--- src/rtl/bctl_pkg.sv ---
package bctl_pkg;
  localparam int OFF_W = 20;

  localparam logic [OFF_W-1:0] OFF_SWITCH  = 20'h00200;
  localparam logic [OFF_W-1:0] OFF_STATUS  = 20'h00208;
  localparam logic [OFF_W-1:0] OFF_JUMPER  = 20'h00210;
  localparam logic [OFF_W-1:0] OFF_LED     = 20'h00408;
  localparam logic [OFF_W-1:0] OFF_HEXWORD = 20'h00410;
  localparam logic [OFF_W-1:0] OFF_CHAR0   = 20'h00418;
  localparam logic [OFF_W-1:0] OFF_SOFTRST = 20'h00500;
  localparam logic [OFF_W-1:0] OFF_BRK     = 20'h00508;
  localparam logic [OFF_W-1:0] OFF_GPO     = 20'h00a00;
  localparam logic [OFF_W-1:0] OFF_MIRROR  = 20'h00a08;
  localparam logic [OFF_W-1:0] OFF_I2C_IN  = 20'h00b00;
  localparam logic [OFF_W-1:0] OFF_I2C_OE  = 20'h00b08;
  localparam logic [OFF_W-1:0] OFF_I2C_OUT = 20'h00b10;
  localparam logic [OFF_W-1:0] OFF_I2C_SEL = 20'h00b18;

  localparam logic [31:0] SOFTRST_KEY   = 32'h0000_0042;
  localparam logic [7:0]  STATUS_LE     = 8'h10;
  localparam logic [7:0]  STATUS_BE     = 8'h12;
  localparam logic [7:0]  ASCII_SPACE   = 8'h20;
  localparam logic [7:0]  BRK_RESET     = 8'h0a;
  localparam logic [1:0]  I2C_IN_STORED = 2'b10;

  function automatic logic [7:0] nibble_to_ascii(input logic [3:0] n);
    if (n < 4'd10) return 8'h30 + {4'h0, n};
    else           return 8'h37 + {4'h0, n};
  endfunction
endpackage

--- src/rtl/bctl_display.sv ---
module bctl_display #(
  parameter int NCHAR = 8,
  localparam int IDX_W = (NCHAR > 1) ? $clog2(NCHAR) : 1,
  localparam int BUF_W = NCHAR * 8
) (
  input  logic             clk,
  input  logic             rst_n,
  input  logic             word_we,
  input  logic             char_we,
  input  logic [IDX_W-1:0] char_idx,
  input  logic [31:0]      wdata,
  output logic [BUF_W-1:0] chars
);
  import bctl_pkg::*;

  logic [BUF_W-1:0] chars_d;

  for (genvar i = 0; i < NCHAR; i++) begin : g_char
    always_comb begin
      chars_d[8*i +: 8] = chars[8*i +: 8];
      if (word_we)
        chars_d[8*i +: 8] = nibble_to_ascii(wdata[4*(NCHAR-1-i) +: 4]);
      else if (char_we && (char_idx == IDX_W'(i)))
        chars_d[8*i +: 8] = wdata[7:0];
    end
  end

  always_ff @(posedge clk or negedge rst_n) begin
    if (!rst_n) chars <= {NCHAR{ASCII_SPACE}};
    else if (word_we || char_we) chars <= chars_d;
  end

  assert_disp_hold_R6: assert property (@(posedge clk) disable iff (!rst_n)
    !$past(word_we || char_we) |-> $stable(chars));
endmodule

--- src/rtl/bctl_i2c_port.sv ---
module bctl_i2c_port (
  input  logic       clk,
  input  logic       rst_n,
  input  logic       oe_we,
  input  logic       out_we,
  input  logic       sel_we,
  input  logic [1:0] wbits,
  output logic [1:0] oe_q,
  output logic [1:0] out_q,
  output logic       sel_q,
  output logic       stb_q
);
  logic [1:0] oe_d, out_d;
  logic       sel_d;

  always_comb begin
    oe_d  = oe_we  ? wbits    : oe_q;
    out_d = out_we ? wbits    : out_q;
    sel_d = sel_we ? wbits[0] : sel_q;
  end

  always_ff @(posedge clk or negedge rst_n) begin
    if (!rst_n) begin
      oe_q  <= 2'b00;
      out_q <= 2'b11;
      sel_q <= 1'b1;
      stb_q <= 1'b0;
    end else begin
      oe_q  <= oe_d;
      out_q <= out_d;
      sel_q <= sel_d;
      stb_q <= out_we;
    end
  end

  assert_stb_level_R8: assert property (@(posedge clk) disable iff (!rst_n)
    stb_q |-> (out_q == $past(wbits)));
endmodule

--- src/rtl/board_ctl_regs.sv ---
module board_ctl_regs #(
  parameter int NCHAR = 8,
  localparam int IDX_W = (NCHAR > 1) ? $clog2(NCHAR) : 1,
  localparam int BUF_W = NCHAR * 8
) (
  input  logic             clk,
  input  logic             rst_n,
  input  logic [31:0]      bus_addr,
  input  logic             bus_wr,
  input  logic [31:0]      bus_wdata,
  input  logic             bus_rd,
  output logic [31:0]      bus_rdata,
  input  logic             strap_big_endian,
  input  logic             slave_sda_i,
  output logic [7:0]       led_o,
  output logic [7:0]       brk_o,
  output logic [7:0]       gpo_o,
  output logic [BUF_W-1:0] disp_chars_o,
  output logic             i2c_scl_o,
  output logic             i2c_sda_o,
  output logic [1:0]       i2c_oe_o,
  output logic             i2c_sel_o,
  output logic             i2c_wr_stb_o,
  output logic             soft_rst_req_o
);
  import bctl_pkg::*;

  localparam logic [OFF_W-1:0] CHAR_LAST = OFF_CHAR0 + OFF_W'(8 * (NCHAR - 1));

  logic [OFF_W-1:0] off, off_rel;
  logic             unused_addr_hi;
  assign off            = bus_addr[OFF_W-1:0];
  assign unused_addr_hi = ^bus_addr[31:OFF_W];
  assign off_rel        = off - OFF_CHAR0;

  logic led_we, brk_we, gpo_we, word_we, char_we, soft_hit;
  always_comb begin
    led_we   = bus_wr && (off == OFF_LED);
    brk_we   = bus_wr && (off == OFF_BRK);
    gpo_we   = bus_wr && (off == OFF_GPO);
    word_we  = bus_wr && (off == OFF_HEXWORD);
    char_we  = bus_wr && (off >= OFF_CHAR0) && (off <= CHAR_LAST) && (off[2:0] == 3'b000);
    soft_hit = bus_wr && (off == OFF_SOFTRST) && (bus_wdata == SOFTRST_KEY);
  end

  logic [7:0]  led_d, brk_d, gpo_d;
  logic [31:0] rdata_d, rd_mux;
  logic [1:0]  i2c_out;

  always_comb begin
    led_d = led_we ? bus_wdata[7:0] : led_o;
    brk_d = brk_we ? bus_wdata[7:0] : brk_o;
    gpo_d = gpo_we ? bus_wdata[7:0] : gpo_o;
  end

  always_comb begin
    rd_mux = 32'h0;
    case (off)
      OFF_STATUS:  rd_mux = {24'h0, strap_big_endian ? STATUS_BE : STATUS_LE};
      OFF_LED:     rd_mux = {24'h0, led_o};
      OFF_BRK:     rd_mux = {24'h0, brk_o};
      OFF_GPO:     rd_mux = {24'h0, gpo_o};
      OFF_MIRROR:  rd_mux = i2c_sel_o ? {30'h0, i2c_out} : 32'h0;
      OFF_I2C_IN:  rd_mux = {30'h0, I2C_IN_STORED[1], slave_sda_i};
      OFF_I2C_OE:  rd_mux = {30'h0, i2c_oe_o};
      OFF_I2C_OUT: rd_mux = {30'h0, i2c_out};
      OFF_I2C_SEL: rd_mux = {31'h0, i2c_sel_o};
      default:     rd_mux = 32'h0;
    endcase
    rdata_d = bus_rd ? rd_mux : bus_rdata;
  end

  always_ff @(posedge clk or negedge rst_n) begin
    if (!rst_n) begin
      led_o          <= 8'h00;
      brk_o          <= BRK_RESET;
      gpo_o          <= 8'h00;
      bus_rdata      <= 32'h0;
      soft_rst_req_o <= 1'b0;
    end else begin
      led_o          <= led_d;
      brk_o          <= brk_d;
      gpo_o          <= gpo_d;
      bus_rdata      <= rdata_d;
      soft_rst_req_o <= soft_hit;
    end
  end

  bctl_display #(.NCHAR(NCHAR)) u_display (
    .clk      (clk),
    .rst_n    (rst_n),
    .word_we  (word_we),
    .char_we  (char_we),
    .char_idx (off_rel[3 +: IDX_W]),
    .wdata    (bus_wdata),
    .chars    (disp_chars_o)
  );

  bctl_i2c_port u_i2c (
    .clk    (clk),
    .rst_n  (rst_n),
    .oe_we  (bus_wr && (off == OFF_I2C_OE)),
    .out_we (bus_wr && (off == OFF_I2C_OUT)),
    .sel_we (bus_wr && (off == OFF_I2C_SEL)),
    .wbits  (bus_wdata[1:0]),
    .oe_q   (i2c_oe_o),
    .out_q  (i2c_out),
    .sel_q  (i2c_sel_o),
    .stb_q  (i2c_wr_stb_o)
  );

  assign i2c_scl_o = i2c_out[1];
  assign i2c_sda_o = i2c_out[0];

  assert_softrst_key_R7: assert property (@(posedge clk) disable iff (!rst_n)
    soft_rst_req_o |-> ($past(bus_wdata) == SOFTRST_KEY && $past(bus_wr)));
  assert_led_hold_R2: assert property (@(posedge clk) disable iff (!rst_n)
    !$past(bus_wr) |-> $stable(led_o));
  assert_rdata_hold_R11: assert property (@(posedge clk) disable iff (!rst_n)
    !$past(bus_rd) |-> $stable(bus_rdata));
  assert_no_write_no_pulse_R7: assert property (@(posedge clk) disable iff (!rst_n)
    !$past(bus_wr) |-> !soft_rst_req_o && !i2c_wr_stb_o);
endmodule

--- config.mk ---
export PLATFORM = sky130hd
export DESIGN_NAME = board_ctl_regs
export DESIGN_NICKNAME = d
export VERILOG_FILES = /design/src/rtl/bctl_pkg.sv /design/src/rtl/bctl_display.sv /design/src/rtl/bctl_i2c_port.sv /design/src/rtl/board_ctl_regs.sv
export SDC_FILE = /design/constraint.sdc
export NUM_CORES = 1
export LEC_CHECK = 0
export ABC_AREA = 1
export BUFFER_PORTS_ARGS = -buffer_cell sky130_fd_sc_hd__buf_2
export CELL_PAD_IN_SITES_DETAIL_PLACEMENT = 0
export CELL_PAD_IN_SITES_GLOBAL_PLACEMENT = 1
export CORE_ASPECT_RATIO = 2
export CORE_MARGIN = 2
export CORE_UTILIZATION = 39
export CTS_CLUSTER_DIAMETER = 200
export DETAILED_ROUTE_END_ITERATION = 16
export PLACE_DENSITY_LB_ADDON = 0.12
export SLEW_MARGIN = 30
export SYNTH_ARGS = -nofsm -noshare
export SYNTH_HDL_FRONTEND = slang
export SYNTH_SLANG_ARGS = --single-unit
--- constraint.sdc ---
create_clock -name clk -period 1.7 [get_ports clk]
set_clock_uncertainty 0.05 [all_clocks]
set_input_delay 0.34 -clock clk [delete_from_list [all_inputs] [get_ports clk]]
set_output_delay 0.34 -clock clk [all_outputs]
set_load 0.03 [all_outputs]
==> out/metrics.yaml, run 1 <==
status: "finished clean"
grt_use_met1_pct: 29.7
cp_max_fo: 7
grtUsageMet3_pct: 2.98
start_util_pct: 39.5
crit_start: "bus_addr[10]"
clock_latency_ns: 0.35
ys_warn_count: 0
finalSetupViolCount: 0
vias_per_cell: 4.85
async_flop_share_pct: 100
peakVddDrop_uv: 506
globalRoute.totalOverflow: 0
dp_hpwl_um: 14800
wl_per_cell_um: 14.7
worst_slack_ns: 0.132
required_ns: 1.94
instances_no_fill: 1250
busiest_layer: "met2"
leakagePower_nw: 4.56
end_kind: "flop"
dr_total_vias: 6057
chipHeight_um: 179
drive_gt1_share_pct: 31.9
antenna_cells: 0
fin_nets: 1133
synthFlopType: "dfrtp_1"
routabilityCongestion: 0.838
coreArea_um2: 15100
multi_input_area_um2: 2890
fmax_mhz: 638
final_common_cell: "nand2_1"
post-route-min-period_ns: 1.57
worst_slew_pin_slew_ns: 0.594
cts.reportedPaths.clkPinSlew_ns: 0.07
seq_area_um2: 2590
layout_common_cells: "nand2_1 (224), buf_2 (159), nand3_1 (100)"
start_kind: "input pin"
power.total_mw: 5.34
grt_antenna_before_repair: 0
io_pins: 197
root_buffer: "clkbuf_16"
drv_cap: 0
fillCellCount: 1523
pre_cts_slack_ns: -0.294
path_class: "input pin to flop"
arrival_ns: 1.81
regToRegStartpoint: "u_i2c.sel_q"
syn_inst: 793
clock_path_buffers: 2
power_density_nw_per_um2: 662
die_area_um2: 16400
synth-edff-count: 0
synth.distinct_cells: 38
hold_path.startpoint: "bus_wdata[13]"
rows: 64
cts_setup_buffers: 0
drt_first_iter_violations: 243
synth_area_um2: 5980
hold_path.class: "input pin to flop"
cts_num_sinks: 103
ys_seq_area_share_pct: 43.4
firstDrtPassIters: 5
post-route-period-util_pct: 92.2
postSynthAreaPerCell_um2: 7.54
track_usage_pct: 22.4
cts_max_level: 3
dp_cells: 1233
ys_ff_latch: 103
cts_made_buffers: 9
grt_use_met2_pct: 36.7
drc_errors: 0
numPortBuffers: 160
hold_viol: 0
grt_pass1_vias: 5591
grt_max_degree: 34
area_growth_pct: 34.8
cts_tree: "done"
ant_nets: 0
die_x_um: 91.6
timing.slew.headroom_pct: 60.3
rsz0062_at_grt: "no"
final_util_pct: 53.3
finalWirelength_um: 18400
maxSlewViolCount: 0
grt_pass1_wl_um: 28500
final timing paths:
kind | slack [ns] | to | cells past startpoint
hold reg to reg | 0.41 | u_display.chars[2] | 2
min in group asynchronous | 0.44 | bus_rdata[6] | 2
setup / recovery | 0.13 | u_display.chars[16] | 11
hold / removal | 0.24 | u_display.chars[33] | 3
setup reg to reg | 0.51 | bus_rdata[0] | 8
max in group asynchronous | 0.53 | brk_o[3] | 3
where the power goes:
part	total (mW)	internal [mW]	switching, mW
Clock	2.25	1.33	0.922
Sequential	2.45	2.45	0.0000689
Combinational	0.635	0.223	0.412
Total	5.34	4.00	1.33
cells in the mapped netlist (all sizes together) (2+ instances only):
cell / instances / share of area (%)
clkbuf: 8 / 0.50
o21ai: 76 / 6.6
o211ai: 2 / 0.25
nand4: 33 / 4.3
nor2: 69 / 5.0
nand3b: 2 / 0.31
xor2: 3 / 0.44
dfrtp: 90 / 38
nand2: 237 / 15
inv: 85 / 5.4
dfstp: 13 / 5.7
buf: 36 / 4.3
nand3: 100 / 8.4
nor3: 2 / 0.17
a21oi: 7 / 0.59
ha: 16 / 3.3
o22ai: 8 / 0.84
what timing repair did:
item / CTS / global route
hold buffers: 1 / 0
endpoints found under the hold margin: 24 / 0
resized for setup: 0 / 2
endpoints found under the setup margin: 0 / 3
registers in the layout, indices dropped and copies added, names as in the netlist, 2 cells and up:
| signal | count |
|---|---|
| u_display.chars | 64 |
| brk_o | 8 |
| bus_rdata | 8 |
| gpo_o | 8 |
| led_o | 8 |
| u_i2c.oe_q | 2 |
| u_i2c.out_q | 2 |
worst max-delay path: stages:
cell and delay [ns]:
buf_2 0.11, inv_1 0.06, nor2_1 0.05, nand2_1 0.08
inv_1 0.07, nand2_2 0.10, nor2_1 0.05, buf_4 0.15
nor2_1 0.45, nand3_1 0.22, nand3_1 0.13
metrics by stage:
step	hold slack [ns]	TNS (ns)	area, um^2
2_1_floorplan	-0.00559	-0.730	6100
3_3_place_gp	0.288	-10.48	7730
3_5_place_dp	0.284	-13.54	7730
6_report	0.242	0	8060
4_1_cts	0.231	0	8060
5_1_grt	0.261	0	8060
per-layer routing:
layer / part of all wire (%) / wire length [um] / up-vias
li1: - / - / 3051
met1: 44 / 8070 / 2772
met2: 48 / 8930 / 208
met3: 5.3 / 971 / 26
met4: 2.4 / 447 / 0
met5: 0 / 0 / -
final cells by class:
| cell class | count | share of cell area, % |
|---|---|---|
| clock buffers | 12 | 3.06 |
| clock inverters | 4 | 0.869 |
| inverters | 85 | 4.02 |
| multi-input cells | 584 | 35.9 |
| flip-flops and latches | 103 | 32.2 |
| well taps | 198 | 3.07 |
| repair buffers | 264 | 20.9 |
cells by family (layout without fill, tap and decap cells):
family / Yosys count / in the layout / share of synthesized area [%]
AOI/OAI and AO/OA: 95 / 95 / 8.54
xor gates and xnor gates: 3 / 3 / 0.439
adders and majority gates: 16 / 16 / 3.35
buffers and inverters: 129 / 365 / 10.3
DFF: 103 / 103 / 43.4
muxes: 1 / 1 / 0.188
other: 1 / 24 / 0.0627
and+or+nand+nor: 445 / 445 / 33.8
Power figures use the tool's default switching activity.
==> inputs of run 2 (changes only) <==
CORE_UTILIZATION = 40   (was 39)
CTS_BUF_LIST = sky130_fd_sc_hd__clkbuf_2   (was not set)
==> run 2 against run 1 <==
Effect of this change: the flow now finishes with violations (setup timing); setup slack worse by 0.22 ns; clock power is 48% lower; non-clock buffer count is 46 higher; sequential power hardly changed; global-route usage is 4.0 points higher; via count is 8.0% higher; sequential share of layout area is 1.4 points lower; fmax is 12% lower; sequential cell count stayed put; combinational power is 3% higher; critical path type is now flop to output port.
==> out/metrics.yaml, run 2 (synthesis results as in run 1) <==
cts_max_level: 3  # unchanged
switchingPower_mw: 1.38  # +3.2%
grt_pass1_vias: 6524  # +17%
layout_common_cells: "nand2_1 (224), buf_4 (145), buf_2 (113)"
end_kind: "output port"
crit_family: "flip-flops"
power_frac_seq_pct: 57.3  # +11 points
peakVddDrop_uv: 282  # -44%
cp_max_fo: 2  # -5
grt_pass1_wl_um: 32700  # +15%
required_ns: 1.31  # -0.63 ns
coreArea_um2: 14700  # -2.6%
area_growth_pct: 41.1
arrival_ns: 1.39  # -0.42 ns
vias_per_cell: 5.06  # +4.4%
globalRoute.totalOverflow: 0  # unchanged
setup-tns-final_ns: -0.584  # -0.584 ns
crit_chain: "buf_6"
die_x_um: 90.5  # -1.2%
dr_total_vias: 6543  # +8.0%
cp_num_buf_inv: 1  # -3
drt_first_iter_violations: 248  # +2.1%
p_sw_share_pct: 32.0  # +7.0 points
cts_num_sinks: 103  # unchanged
r2r_slack_ns: 0.35  # -0.16 ns
start_kind: "flop"
rsz0062_at_grt: "yes"
fmax_mhz: 561  # -12%
drc_errors: 0  # unchanged
start_util_pct: 40.6  # +1.1 points
hold_viol: 0  # unchanged
grt_max_degree: 50  # +47%
root_buffer: "clkbuf_2"
io_pins: 197  # unchanged
failed_checks: "setup timing"
largest_reg_flops: 64  # unchanged
holdWs_ns: 0.0385  # -0.203 ns
dp_hpwl_um: 17300  # +17%
final_common_cell: "nand2_1"
drv_cap: 0  # unchanged
finalSetupViolCount: 13  # +13
hold_path.class: "input pin to flop"
path_class: "flop to output port"
cts_tree: "done"
leakagePower_nw: 4.72  # +3.4%
track_usage_pct: 26.3  # +4.0 points
clock_path_buffers: 2  # unchanged
post-route-period-util_pct: 105  # +13 points
max_stage_delay_ns: 0.65  # +0.20 ns
drive_gt1_share_pct: 34.2  # +2.3 points
worst_slack_ns: -0.0837  # -0.216 ns
die_area_um2: 16000  # -2.4%
regMostFlops: "u_display.chars"
ant_nets: 0  # unchanged
routabilityCongestion: 0.915  # +9.2%
numPortBuffers: 160  # unchanged
p_int_mw: 2.92  # -27%
power_density_nw_per_um2: 509  # -23%
pwr-share-comb_pct: 15.2  # +3.3 points
chipHeight_um: 177  # -1.2%
maxSlewViolCount: 0  # unchanged
fin_nets: 1179  # +4.1%
status: "finished with violations"
grt_antenna_before_repair: 1  # +1
firstDrtPassIters: 5  # unchanged
finalWirelength_um: 21100  # +15%
clock_latency_ns: 0.59  # +0.24 ns
rows: 63  # -1.6%
critPathSlowestCell: "dfstp_2"
p_clk_share_pct: 27.5  # -15 points
wl_per_cell_um: 16.3  # +11%
cts_made_buffers: 9  # unchanged
cts.reportedPaths.clkPinSlew_ns: 0.31  # +0.24 ns
post-route-min-period_ns: 1.78  # +0.216 ns
-- run 2: worst paths after layout --
path / cells after the start / end / startpoint
worst max-delay path: 1 / disp_chars_o[29] / u_display.chars[29]
max in group asynchronous: 3 / u_display.chars[5] / rst_n
min in group asynchronous: 2 / led_o[1] / rst_n
worst min-delay path: 4 / u_display.chars[32] / bus_wdata[12]
worst min register to register: 2 / bus_rdata[0] / bus_rdata[0]
worst max register to register: 10 / bus_rdata[1] / u_i2c.out_q[1]
-- run 2: stage by stage --
step | utilization, % | total power, mW | instance area (um^2) | cells | setup WS [ns]
2_1_floorplan | - | 2.83 | 6100 | 816 | -0.0406
3_3_place_gp | 52.5 | 3.12 | 7740 | 1236 | -0.339
3_5_place_dp | 52.5 | 3.13 | 7740 | 1236 | -0.358
4_1_cts | 55.0 | 4.32 | 8110 | 1269 | -0.110
5_1_grt | 57.2 | 4.49 | 8440 | 1294 | -0.150
6_report | 57.2 | 4.29 | 8440 | 1294 | -0.0837
-- run 2: metal layers --
layer	vias to the layer above	track usage, %	wire length, um
met2	243	52.1	12000
met3	62	3.36	899
met5	-	0	0
li1	3137	-	-
met1	3101	25.7	7160
met4	0	14.4	1100
-- run 2: cell type report --
cell class	count	area, um^2
multi-input cells	584	2890
diodes	1	2.50
clock buffers	9	45.0
clock inverters	7	63.8
repair buffers	310	2280
fillers	1477	6300
well taps	195	244
inverters	85	324
flip-flops and latches	103	2590
-- run 2: repair_timing --
action	CTS	global route
gates resized for setup	36	72
cloned	0	0
setup endpoints to repair	25	55
hold buffers	7	1
hold endpoints to repair	101	1
setup buffers	10	23
-- run 2: power by group through the flow --
stage | Sequential (mW) | Clock [mW] | Combinational (mW)
after CTS | 2.46 | 1.20 | 0.651
after global routing | 2.46 | 1.31 | 0.716
after floorplan | 2.50 | 0 | 0.335
after detailed placement | 2.50 | 0 | 0.636
final | 2.46 | 1.18 | 0.654
after global placement | 2.50 | 0 | 0.622
